$ cat config.mk
export PLATFORM = sky130hd
export DESIGN_NAME = lirs_chain
export DESIGN_NICKNAME = d
export VERILOG_FILES = /design/src/rtl/lirs_pkg.sv /design/src/rtl/lirs_slot.sv /design/src/rtl/lirs_stage.sv /design/src/rtl/lirs_chain.sv
export SDC_FILE = /design/constraint.sdc
export NUM_CORES = 1
export LEC_CHECK = 0
export BUFFER_PORTS_ARGS = -buffer_cell sky130_fd_sc_hd__clkbuf_2
export CORE_UTILIZATION = 40
export DETAILED_ROUTE_END_ITERATION = 12
export SLEW_MARGIN = 20
export SYNTH_ARGS = -nofsm -noshare
export SYNTH_HDL_FRONTEND = slang
export SYNTH_SLANG_ARGS = --single-unit
$ cat constraint.sdc
create_clock -name clk -period 2.7 [get_ports clk]
set_clock_uncertainty 0.15 [all_clocks]
set_input_delay 0.27 -clock clk [delete_from_list [all_inputs] [get_ports clk]]
set_output_delay 0.27 -clock clk [all_outputs]
set_load 0.02 [all_outputs]
$ cat src/rtl/lirs_pkg.sv
package lirs_pkg;

   // Per-cycle decision of one relay stage
   typedef enum logic [1:0] {
      ACT_PASS    = 2'd0,  // output free, no spare held: main takes input
      ACT_PROMOTE = 2'd1,  // output free, spare held: main takes spare
      ACT_HOLD    = 2'd2,  // output stalled, nothing captured
      ACT_CAPTURE = 2'd3   // output stalled, true input goes to spare
   } stage_act_e;

   function automatic stage_act_e pick_act(input logic stall,
                                           input logic spare_full,
                                           input logic in_is_void);
      if (!stall)
         return spare_full ? ACT_PROMOTE : ACT_PASS;
      else if (!spare_full && !in_is_void)
         return ACT_CAPTURE;
      else
         return ACT_HOLD;
   endfunction

endpackage

$ cat src/rtl/lirs_slot.sv
module lirs_slot #(
   parameter int DATA_W = 16
) (
   input  logic              clk,
   input  logic              rst_n,
   input  logic              load,
   input  logic              d_void,
   input  logic [DATA_W-1:0] d_data,
   output logic              q_void,
   output logic [DATA_W-1:0] q_data
);

   always_ff @(posedge clk or negedge rst_n) begin
      if (!rst_n) begin
         q_void <= 1'b1;
         q_data <= '0;
      end else if (load) begin
         q_void <= d_void;
         q_data <= d_data;
      end
   end

endmodule

$ cat src/rtl/lirs_stage.sv
module lirs_stage
   import lirs_pkg::*;
#(
   parameter int DATA_W = 16
) (
   input  logic              clk,
   input  logic              rst_n,
   input  logic              up_void,
   input  logic [DATA_W-1:0] up_data,
   output logic              up_stop,
   output logic              dn_void,
   output logic [DATA_W-1:0] dn_data,
   input  logic              dn_stop
);

   logic              main_void, spare_void;
   logic [DATA_W-1:0] main_data, spare_data;
   logic              main_ld, spare_ld;
   logic              main_d_void, spare_d_void;
   logic [DATA_W-1:0] main_d_data, spare_d_data;
   logic              spare_full;
   stage_act_e        act;

   assign spare_full = ~spare_void;

   always_comb begin
      act          = pick_act(dn_stop, spare_full, up_void);
      main_ld      = 1'b0;
      main_d_void  = up_void;
      main_d_data  = up_data;
      spare_ld     = 1'b0;
      spare_d_void = up_void;
      spare_d_data = up_data;
      unique case (act)
         ACT_PASS: begin
            main_ld = 1'b1;
         end
         ACT_PROMOTE: begin
            main_ld      = 1'b1;
            main_d_void  = spare_void;
            main_d_data  = spare_data;
            spare_ld     = 1'b1;
            spare_d_void = 1'b1;
            spare_d_data = spare_data;
         end
         ACT_CAPTURE: begin
            spare_ld = 1'b1;
         end
         default: begin
         end
      endcase
   end

   lirs_slot #(.DATA_W(DATA_W)) u_main (
      .clk    (clk),
      .rst_n  (rst_n),
      .load   (main_ld),
      .d_void (main_d_void),
      .d_data (main_d_data),
      .q_void (main_void),
      .q_data (main_data)
   );

   lirs_slot #(.DATA_W(DATA_W)) u_spare (
      .clk    (clk),
      .rst_n  (rst_n),
      .load   (spare_ld),
      .d_void (spare_d_void),
      .d_data (spare_d_data),
      .q_void (spare_void),
      .q_data (spare_data)
   );

   // stop is the spare slot's occupancy flop: registered by construction
   assign up_stop = spare_full;
   assign dn_void = main_void;
   assign dn_data = main_data;

endmodule

$ cat src/rtl/lirs_chain.sv
module lirs_chain #(
   parameter int DATA_W = 16,
   parameter int STAGES = 2
) (
   input  logic              clk,
   input  logic              rst_n,
   input  logic [DATA_W-1:0] in_data,
   input  logic              in_void,
   output logic              stop_out,
   output logic [DATA_W-1:0] out_data,
   output logic              out_void,
   input  logic              stop_in
);

   localparam int NODES = STAGES + 1;

   if (DATA_W < 1) begin : g_bad_width
      $error("lirs_chain: DATA_W must be at least 1");
   end
   if (STAGES < 0 || STAGES > 64) begin : g_bad_depth
      $error("lirs_chain: STAGES must lie in 0..64");
   end

   if (STAGES == 0) begin : g_wire
      assign out_data = in_data;
      assign out_void = in_void;
      assign stop_out = stop_in;
   end else begin : g_pipe
      logic              n_void [NODES];
      logic [DATA_W-1:0] n_data [NODES];
      logic              n_stop [NODES];

      assign n_void[0]      = in_void;
      assign n_data[0]      = in_data;
      assign n_stop[STAGES] = stop_in;

      for (genvar k = 0; k < STAGES; k++) begin : g_stage
         lirs_stage #(.DATA_W(DATA_W)) u_stage (
            .clk     (clk),
            .rst_n   (rst_n),
            .up_void (n_void[k]),
            .up_data (n_data[k]),
            .up_stop (n_stop[k]),
            .dn_void (n_void[k+1]),
            .dn_data (n_data[k+1]),
            .dn_stop (n_stop[k+1])
         );
      end

      assign out_void = n_void[STAGES];
      assign out_data = n_data[STAGES];
      assign stop_out = n_stop[0];
   end

endmodule

==> results of run 1 <==
layout make-up:
cell class,instances,share of cell area
clock buffer,9,0.0374
clock inverter,7,0.0132
inverter,2,0.00227
multi-input combinational,137,0.321
sequential,68,0.516
tap,96,0.0363
timing repair buffer,43,0.0741
power breakdown:
part / internal [W] / switching (W) / total, W
clock: 0.000327 / 0.000390 / 0.000717
combinational: 0.000326 / 0.000302 / 0.000628
sequential: 0.00131 / 0.000172 / 0.00148
total: 0.00196 / 0.000864 / 0.00282
sequential cells by signal, summed over array words and instances, names as in the netlist:
register and cells:
g_pipe.g_stage.u_stage.u_spare.q_data 32, g_pipe.g_stage.u_stage.u_main.q_data 32, g_pipe.g_stage.u_stage.u_main.q_void 2, g_pipe.g_stage.u_stage.u_spare.q_void 2
what timing repair did:
item / CTS / global route
setup buffers: 0 / 0
hold buffers: 1 / 0
endpoints found under the hold margin: 31 / 0
placed cells by master (no fill, tap or decap), drive strengths merged:
master / synthesis / layout
mux2: 32 / 32
nand2: 19 / 19
mux2i: 32 / 32
nor2: 16 / 16
o21ai: 18 / 18
nand3: 1 / 1
nor3b: 1 / 1
a21o: 1 / 1
dfrtp: 64 / 64
clkinv: 0 / 5
nand3b: 1 / 1
a21oi: 16 / 16
dlygate4sd3: 0 / 1
dfstp: 4 / 4
clkbuf: 6 / 45
buf: 8 / 6
clkinvlp: 0 / 2
inv: 2 / 2
Yosys cell counts (all sizes together):
library cell,count
clkbuf,6
nand3b,1
buf,8
inv,2
nor3b,1
mux2,32
dfrtp,64
o21ai,18
nand2,19
a21oi,16
nand3,1
mux2i,32
nor2,16
dfstp,4
a21o,1
path summary, 6_finish.rpt:
check                                                                         from                                                      end  slack (ns)  cells after the start
setup / recovery              g_pipe.g_stage[1].u_stage.u_spare.q_void$_DFFE_PN1P_  g_pipe.g_stage[1].u_stage.u_spare.q_data[2]$_DFFE_PN0P_        0.66                      2
hold / removal                                                          in_data[6]  g_pipe.g_stage[0].u_stage.u_spare.q_data[6]$_DFFE_PN0P_        0.02                      2
setup reg to reg              g_pipe.g_stage[1].u_stage.u_spare.q_void$_DFFE_PN1P_  g_pipe.g_stage[1].u_stage.u_spare.q_data[2]$_DFFE_PN0P_        0.66                      2
hold reg to reg            g_pipe.g_stage[1].u_stage.u_main.q_data[12]$_DFFE_PN0P_  g_pipe.g_stage[1].u_stage.u_main.q_data[12]$_DFFE_PN0P_        0.34                      2
max in group asynchronous                                                    rst_n      g_pipe.g_stage[0].u_stage.u_main.q_void$_DFFE_PN1P_        1.27                      3
min in group asynchronous                                                    rst_n  g_pipe.g_stage[0].u_stage.u_spare.q_data[6]$_DFFE_PN0P_        0.40                      2
per-stage QoR:
step | total power (W) | instance area, µm² | hold WS, ns
floorplan | 0.00193 | 2860 | -0.176
global placement | 0.00211 | 3130 | 0.245
detailed placement | 0.00214 | 3130 | 0.261
CTS | 0.00287 | 3310 | 0.0000807
global route | 0.00301 | 3310 | 0.00433
finish | 0.00282 | 3310 | 0.0159
layer usage:
layer / global-route usage / vias to the layer above
met1: 0.231 / 807
met5: 0 / -
met2: 0.199 / 31
met4: 0.0864 / 0
met3: 0.0419 / 8
li1: - / 844
cell families after synthesis:
logic type / count (synthesis) / share of synthesized area
compound gates: 35 / 0.0622
buf+inv: 16 / 0.0311
flops: 68 / 0.597
mux: 64 / 0.251
simple gates: 38 / 0.0582
critical path, cell delays in order, from the launching register on:
cell,delay [ns]
sky130_fd_sc_hd__dfstp_2,0.91
sky130_fd_sc_hd__nand3b_2,0.45
sky130_fd_sc_hd__mux2_2,0.41
==> metrics.log, run 1 <==
[metrics] average footprint of a synthesized cell: 12.9 µm²
[metrics] Max Root-Sink Buffers: 2
[metrics] Post-Syn Area: 2860 µm²
[metrics] root buffer cell: sky130_fd_sc_hd__clkbuf_8
[metrics] cell types occupying the most area after synthesis: sky130_fd_sc_hd__dfrtp_1, sky130_fd_sc_hd__mux2i_1, sky130_fd_sc_hd__mux2_2, sky130_fd_sc_hd__mux2_4, sky130_fd_sc_hd__dfstp_2
[metrics] # placed instances: 345
[metrics] maximum number of pins on one net before global-route repair: 37
[metrics] Min Clock Period, post-route: 2.04 ns
[metrics] number of detailed-routing iterations run before antenna repair: 4
[metrics] clock tree sinks: 68
[metrics] sum of met3 wire segment lengths after detailed routing: 180 µm
[metrics] Final Cycle Share: 0.755
[metrics] weighted congestion reported at the end of routability-driven placement: 0.687
[metrics] status: completed
[metrics] YS warnings: 0
[metrics] kind of capture point of the worst setup path: flip-flop
[metrics] max cap viols: 0
[metrics] required time of the critical path: 2.78 ns
[metrics] Port-buffer cells: 37
[metrics] Slew @ Worst Pin: 0.785 ns
[metrics] overflow left after global routing: 0
[metrics] core occupancy in the finished layout: 0.484
[metrics] share of final-layout standard cells stronger than drive strength 1: 0.361
[metrics] PD cells: 854 nW/µm²
[metrics] nets: 281
[metrics] area delta synth->final: 15.8%
[metrics] worst slack at placement: 0.637 ns
[metrics] area of the core: 6830 µm²
[metrics] count of non-filler cells in the finished layout: 362
[metrics] maximum ir drop on the vdd rail: 338 µV
[metrics] initial standard-cell utilization of the core: 0.418
[metrics] CTS tree: done
[metrics] Met2 Wirelength: 1960 µm
[metrics] total I/O pin count: 38
[metrics] number of diodes: 0
[metrics] Final Hold Vio Count: 0
[metrics] Critical Path Start Type: flip-flop
[metrics] Clk Latency, worst-skew pair: 0.34 ns
[metrics] Setup TNS: 0 ns
[metrics] Total Routing Usage GR: 0.154
[metrics] number of clock buffers inserted by TritonCTS: 9
[metrics] final setup violation count: 0
[metrics] Iter 0 DRT Violations: 79
[metrics] Die Span Y: 86.5 µm
[metrics] Vias: 1690
[metrics] smallest setup slack after layout: 0.661 ns
[metrics] class of the most critical setup path: flip-flop to flip-flop
[metrics] HPWL after DPL: 3270 µm
[metrics] peak fanout along the critical path: 20
[metrics] gate count of the mapped netlist: 221
[metrics] leakage power: 1.60 nW
[metrics] Resized Gates After CTS: 0
[metrics] number of antenna violations at the first check in global routing: 0
[metrics] clock edge transition at the registers on the reported setup and hold paths: 0.08 ns
[metrics] Die Width: 86.5 µm
[metrics] headroom to the max-slew limit: 0.476
[metrics] arrival time of data at the critical path endpoint: 2.12 ns
[metrics] highest clock rate: 0.490 GHz
[metrics] Core Rows: 30
[metrics] type of the tightest min-delay check: input port to flip-flop
[metrics] fill cell total of the finished layout: 653
[metrics] Final Routed Wirelength: 5020 µm
[metrics] depth of the CTS H-tree: 3
[metrics] vias per cell: 4.67
[metrics] via count of the first global-routing pass: 1679
[metrics] antenna-violating nets left: 0
[metrics] unrepaired setup endpoints after global routing: false
[metrics] global-route wire length before repair: 8520 µm
[metrics] floorplan die area: 7490 µm²
[metrics] Max Used Layer: met4
[metrics] Cell variety after synth: 19
[metrics] Avg WL per Cell: 13.9 µm
[metrics] number of slew-limit violations in the final report: 0
[metrics] Yosys top cell area share: 0.560
[metrics] post-synthesis sequential element count: 68
[metrics] Syn Nets: 241
[metrics] multi-input combinational cell area: 1060 µm²
[metrics] post-synth top area cell: sky130_fd_sc_hd__dfrtp_1
[metrics] sequential cell area: 1710 µm²
[metrics] sequential-to-total area share from yosys stat: 0.597
[metrics] met1 wire length: 2780 µm
[metrics] Post-route DRC: 0
Power figures use the tool's default switching activity.
==> inputs of run 2 (changes only) <==
==> constraint.sdc (replaced) <==
create_clock -name clk -period 1.8 [get_ports clk]
set_clock_uncertainty 0.15 [all_clocks]
set_input_delay 0.18 -clock clk [delete_from_list [all_inputs] [get_ports clk]]
set_output_delay 0.18 -clock clk [all_outputs]
set_load 0.02 [all_outputs]
==> metrics.log, run 2 (synthesized netlist as in run 1, its figures left out) <==
[metrics] status: completed
[metrics] type of the tightest min-delay check: input port to flip-flop
[metrics] Die Span Y: 86.5 µm (unchanged)
[metrics] leading cell types in the layout, fill and taps excluded: sky130_fd_sc_hd__dfrtp_1, sky130_fd_sc_hd__clkbuf_2, sky130_fd_sc_hd__mux2i_1
[metrics] Avg WL per Cell: 13.0 µm (-6.3%)
[metrics] Max Root-Sink Buffers: 2 (unchanged)
[metrics] Switching Power: 0.00124 W (+43%)
[metrics] floorplan die area: 7490 µm² (unchanged)
[metrics] Slew @ Worst Pin: 0.354 ns (-0.431 ns)
[metrics] core occupancy in the finished layout: 0.517 (+0.0322)
[metrics] weighted congestion reported at the end of routability-driven placement: 0.684 (-0.44%)
[metrics] total I/O pin count: 38 (unchanged)
[metrics] number of detailed-routing iterations run before antenna repair: 2 (-2)
[metrics] clock edge transition at the registers on the reported setup and hold paths: 0.07 ns (about the same)
[metrics] delay of the slowest cell on the worst path: 0.53 ns (-0.38 ns)
[metrics] Gate power share: 0.230 (+0.008)
[metrics] Total Routing Usage GR: 0.146 (-0.00826)
[metrics] headroom to the max-slew limit: 0.764 (+0.287)
[metrics] maximum number of pins on one net before global-route repair: 69 (+86%)
[metrics] vias per cell: 4.54 (-2.9%)
[metrics] HPWL after DPL: 3190 µm (-2.3%)
[metrics] via count of the first global-routing pass: 1676 (-0.18%)
[metrics] Critical Path Start Type: flip-flop
[metrics] max cap viols: 0 (unchanged)
[metrics] root buffer cell: sky130_fd_sc_hd__clkbuf_8
[metrics] Final Cycle Share: 0.965
[metrics] worst-case hold path end point: g_pipe.g_stage[1].u_stage.u_spare.q_void$_DFFE_PN1P_
[metrics] highest clock rate: 0.576 GHz
[metrics] PD cells: 1240 nW/µm² (+45%)
[metrics] start of the worst register-to-register path: g_pipe.g_stage[0].u_stage.u_spare.q_void$_DFFE_PN1P_
[metrics] initial standard-cell utilization of the core: 0.418 (unchanged)
[metrics] clock tree sinks: 68 (unchanged)
[metrics] # placed instances: 347 (+0.58%)
[metrics] Pwr Total: 0.00437 W (+55%)
[metrics] design internal power: 0.00313 W (+60%)
[metrics] nets: 300 (+6.8%)
[metrics] Setup TNS: 0 ns (unchanged)
[metrics] crit path buf inv count: 3 (+3)
[metrics] slowest library cell on the worst path: sky130_fd_sc_hd__dfstp_2
[metrics] class of the most critical setup path: flip-flop to output port
[metrics] Resized Gates After CTS: 0 (unchanged)
[metrics] beginning of the worst hold path: stop_in
[metrics] Iter 0 DRT Violations: 76 (-3.8%)
[metrics] Core Rows: 30 (unchanged)
[metrics] capturing point of the worst reg2reg path: g_pipe.g_stage[0].u_stage.u_spare.q_data[1]$_DFFE_PN0P_
[metrics] Vias: 1728 (+2.2%)
[metrics] CTS tree: done
[metrics] depth of the CTS H-tree: 3 (unchanged)
[metrics] overflow left after global routing: 0 (unchanged)
[metrics] critical-path cell list: buf_4 > inv_1 > clkbuf_2
[metrics] kind of capture point of the worst setup path: output port
[metrics] depth of the worst hold-timing path: 3 (+1)
[metrics] antenna-violating nets left: 0 (unchanged)
[metrics] area of the core: 6830 µm² (unchanged)
[metrics] Min Clock Period, post-route: 1.74 ns
[metrics] Final Routed Wirelength: 4950 µm (-1.4%)
[metrics] required time of the critical path: 1.47 ns (-1.31 ns)
[metrics] Clk Latency, worst-skew pair: 0.33 ns (about the same)
[metrics] arrival time of data at the critical path endpoint: 1.41 ns (-0.71 ns)
[metrics] leakage power: 1.69 nW (+5.8%)
[metrics] post-placement cell area: 3170 µm² (+1.3%)
[metrics] global-route wire length before repair: 8250 µm (-3.2%)
[metrics] unrepaired setup endpoints after global routing: false
[metrics] share of final-layout standard cells stronger than drive strength 1: 0.326 (-0.0346)
[metrics] count of non-filler cells in the finished layout: 381 (+5.2%)
[metrics] switching fraction of total power: 0.283 (-0.0228)
[metrics] Final Hold Vio Count: 0 (unchanged)
[metrics] setup slack on the worst flop-to-flop path: 0.26 ns (-0.40 ns)
[metrics] Die Width: 86.5 µm (unchanged)
[metrics] worst reg-to-reg path cell count: 3 (+1)
[metrics] share of total power in the clock network: 0.268 (+0.014)
[metrics] area delta synth->final: 23.5%
[metrics] Final Cell Area: 3530 µm² (+6.7%)
[metrics] number of slew-limit violations in the final report: 0 (unchanged)
[metrics] number of antenna violations at the first check in global routing: 0 (unchanged)
[metrics] peak fanout along the critical path: 19 (-5.0%)
[metrics] final setup violation count: 0 (unchanged)
[metrics] Top Registers: g_pipe.g_stage.u_stage.u_main.q_data: 32 flops, g_pipe.g_stage.u_stage.u_spare.q_data: 32 flops
[metrics] number of diodes: 0 (unchanged)
[metrics] leading cell type in the layout, fill and taps excluded: sky130_fd_sc_hd__dfrtp_1
[metrics] sequential cell fraction of total power: 0.502 (-0.022)
[metrics] number of clock buffers inserted by TritonCTS: 9 (unchanged)
[metrics] Port-buffer cells: 37 (unchanged)
[metrics] Post-route DRC: 0 (unchanged)
[metrics] maximum ir drop on the vdd rail: 431 µV (+28%)
[metrics] Top delay family on crit path: buffers and inverters
[run 2: how the worst max path moves through the flow]
stage	endpoint	slack, ns	startpoint	cells after the start
2_1_floorplan	g_pipe.g_stage[0].u_stage.u_spare.q_data[10]$_DFFE_PN0P_	0.19	g_pipe.g_stage[0].u_stage.u_spare.q_void$_DFFE_PN1P_	3
3_3_place_gp	g_pipe.g_stage[0].u_stage.u_spare.q_data[2]$_DFFE_PN0P_	0.28	g_pipe.g_stage[0].u_stage.u_spare.q_void$_DFFE_PN1P_	3
3_5_place_dp	g_pipe.g_stage[0].u_stage.u_spare.q_data[1]$_DFFE_PN0P_	0.27	g_pipe.g_stage[0].u_stage.u_spare.q_void$_DFFE_PN1P_	3
6_report	stop_out	0.06	g_pipe.g_stage[0].u_stage.u_spare.q_void$_DFFE_PN1P_	3
5_1_grt	stop_out	0.001	g_pipe.g_stage[0].u_stage.u_spare.q_void$_DFFE_PN1P_	3
4_1_cts	stop_out	0.06	g_pipe.g_stage[0].u_stage.u_spare.q_void$_DFFE_PN1P_	3
[run 2: per-stage QoR]
| stage | hold slack, ns | setup slack, ns |
|---|---|---|
| 2_1_floorplan | -0.266 | 0.194 |
| 3_3_place_gp | 0.0775 | 0.278 |
| 5_1_grt | 0.173 | 0.00115 |
| 6_report | 0.152 | 0.0628 |
| 4_1_cts | 0.143 | 0.0580 |
| 3_5_place_dp | 0.0814 | 0.266 |
[run 2: power groups by stage]
| stage | clock, W | sequential [W] | combinational (W) |
|---|---|---|---|
| 2_1_floorplan | 0 | 0.00229 | 0.000609 |
| 3_3_place_gp | 0 | 0.00221 | 0.000967 |
| 3_5_place_dp | 0 | 0.00223 | 0.000989 |
| 4_1_cts | 0.00120 | 0.00220 | 0.00102 |
| 5_1_grt | 0.00128 | 0.00225 | 0.00111 |
| 6_report | 0.00117 | 0.00219 | 0.00100 |
[run 2: area by class of cell]
class / instances / area, µm²
fill: 671 / 3300
sequential: 68 / 1710
multi-input combinational: 137 / 1060
timing repair buffer: 62 / 455
clock buffer: 14 / 143
tap: 96 / 120
clock inverter: 2 / 35.0
inverter: 2 / 7.51
[run 2: what timing repair did]
| item | in CTS | in global routing |
|---|---|---|
| hold buffers | 18 | 0 |
| endpoints found under the setup margin | 0 | 0 |
| hold endpoints to repair | 81 | 0 |
| setup buffers | 0 | 0 |
[run 2: tightest hold or removal path: cells and delay by family]
family                 cells  cell delay [ns]
AND/OR/NAND/NOR            1             0.09
buffers and inverters      2             0.33
[run 2: metal layers]
metal | wire (µm) | share of wire | vias up | global-route usage
met2 | 2010 | 0.41 | 27 | 0.188
li1 | - | - | 883 | -
met5 | 0 | 0 | - | 0
met3 | 167 | 0.034 | 8 | 0.0419
met1 | 2680 | 0.54 | 810 | 0.225
met4 | 93 | 0.019 | 0 | 0.0636
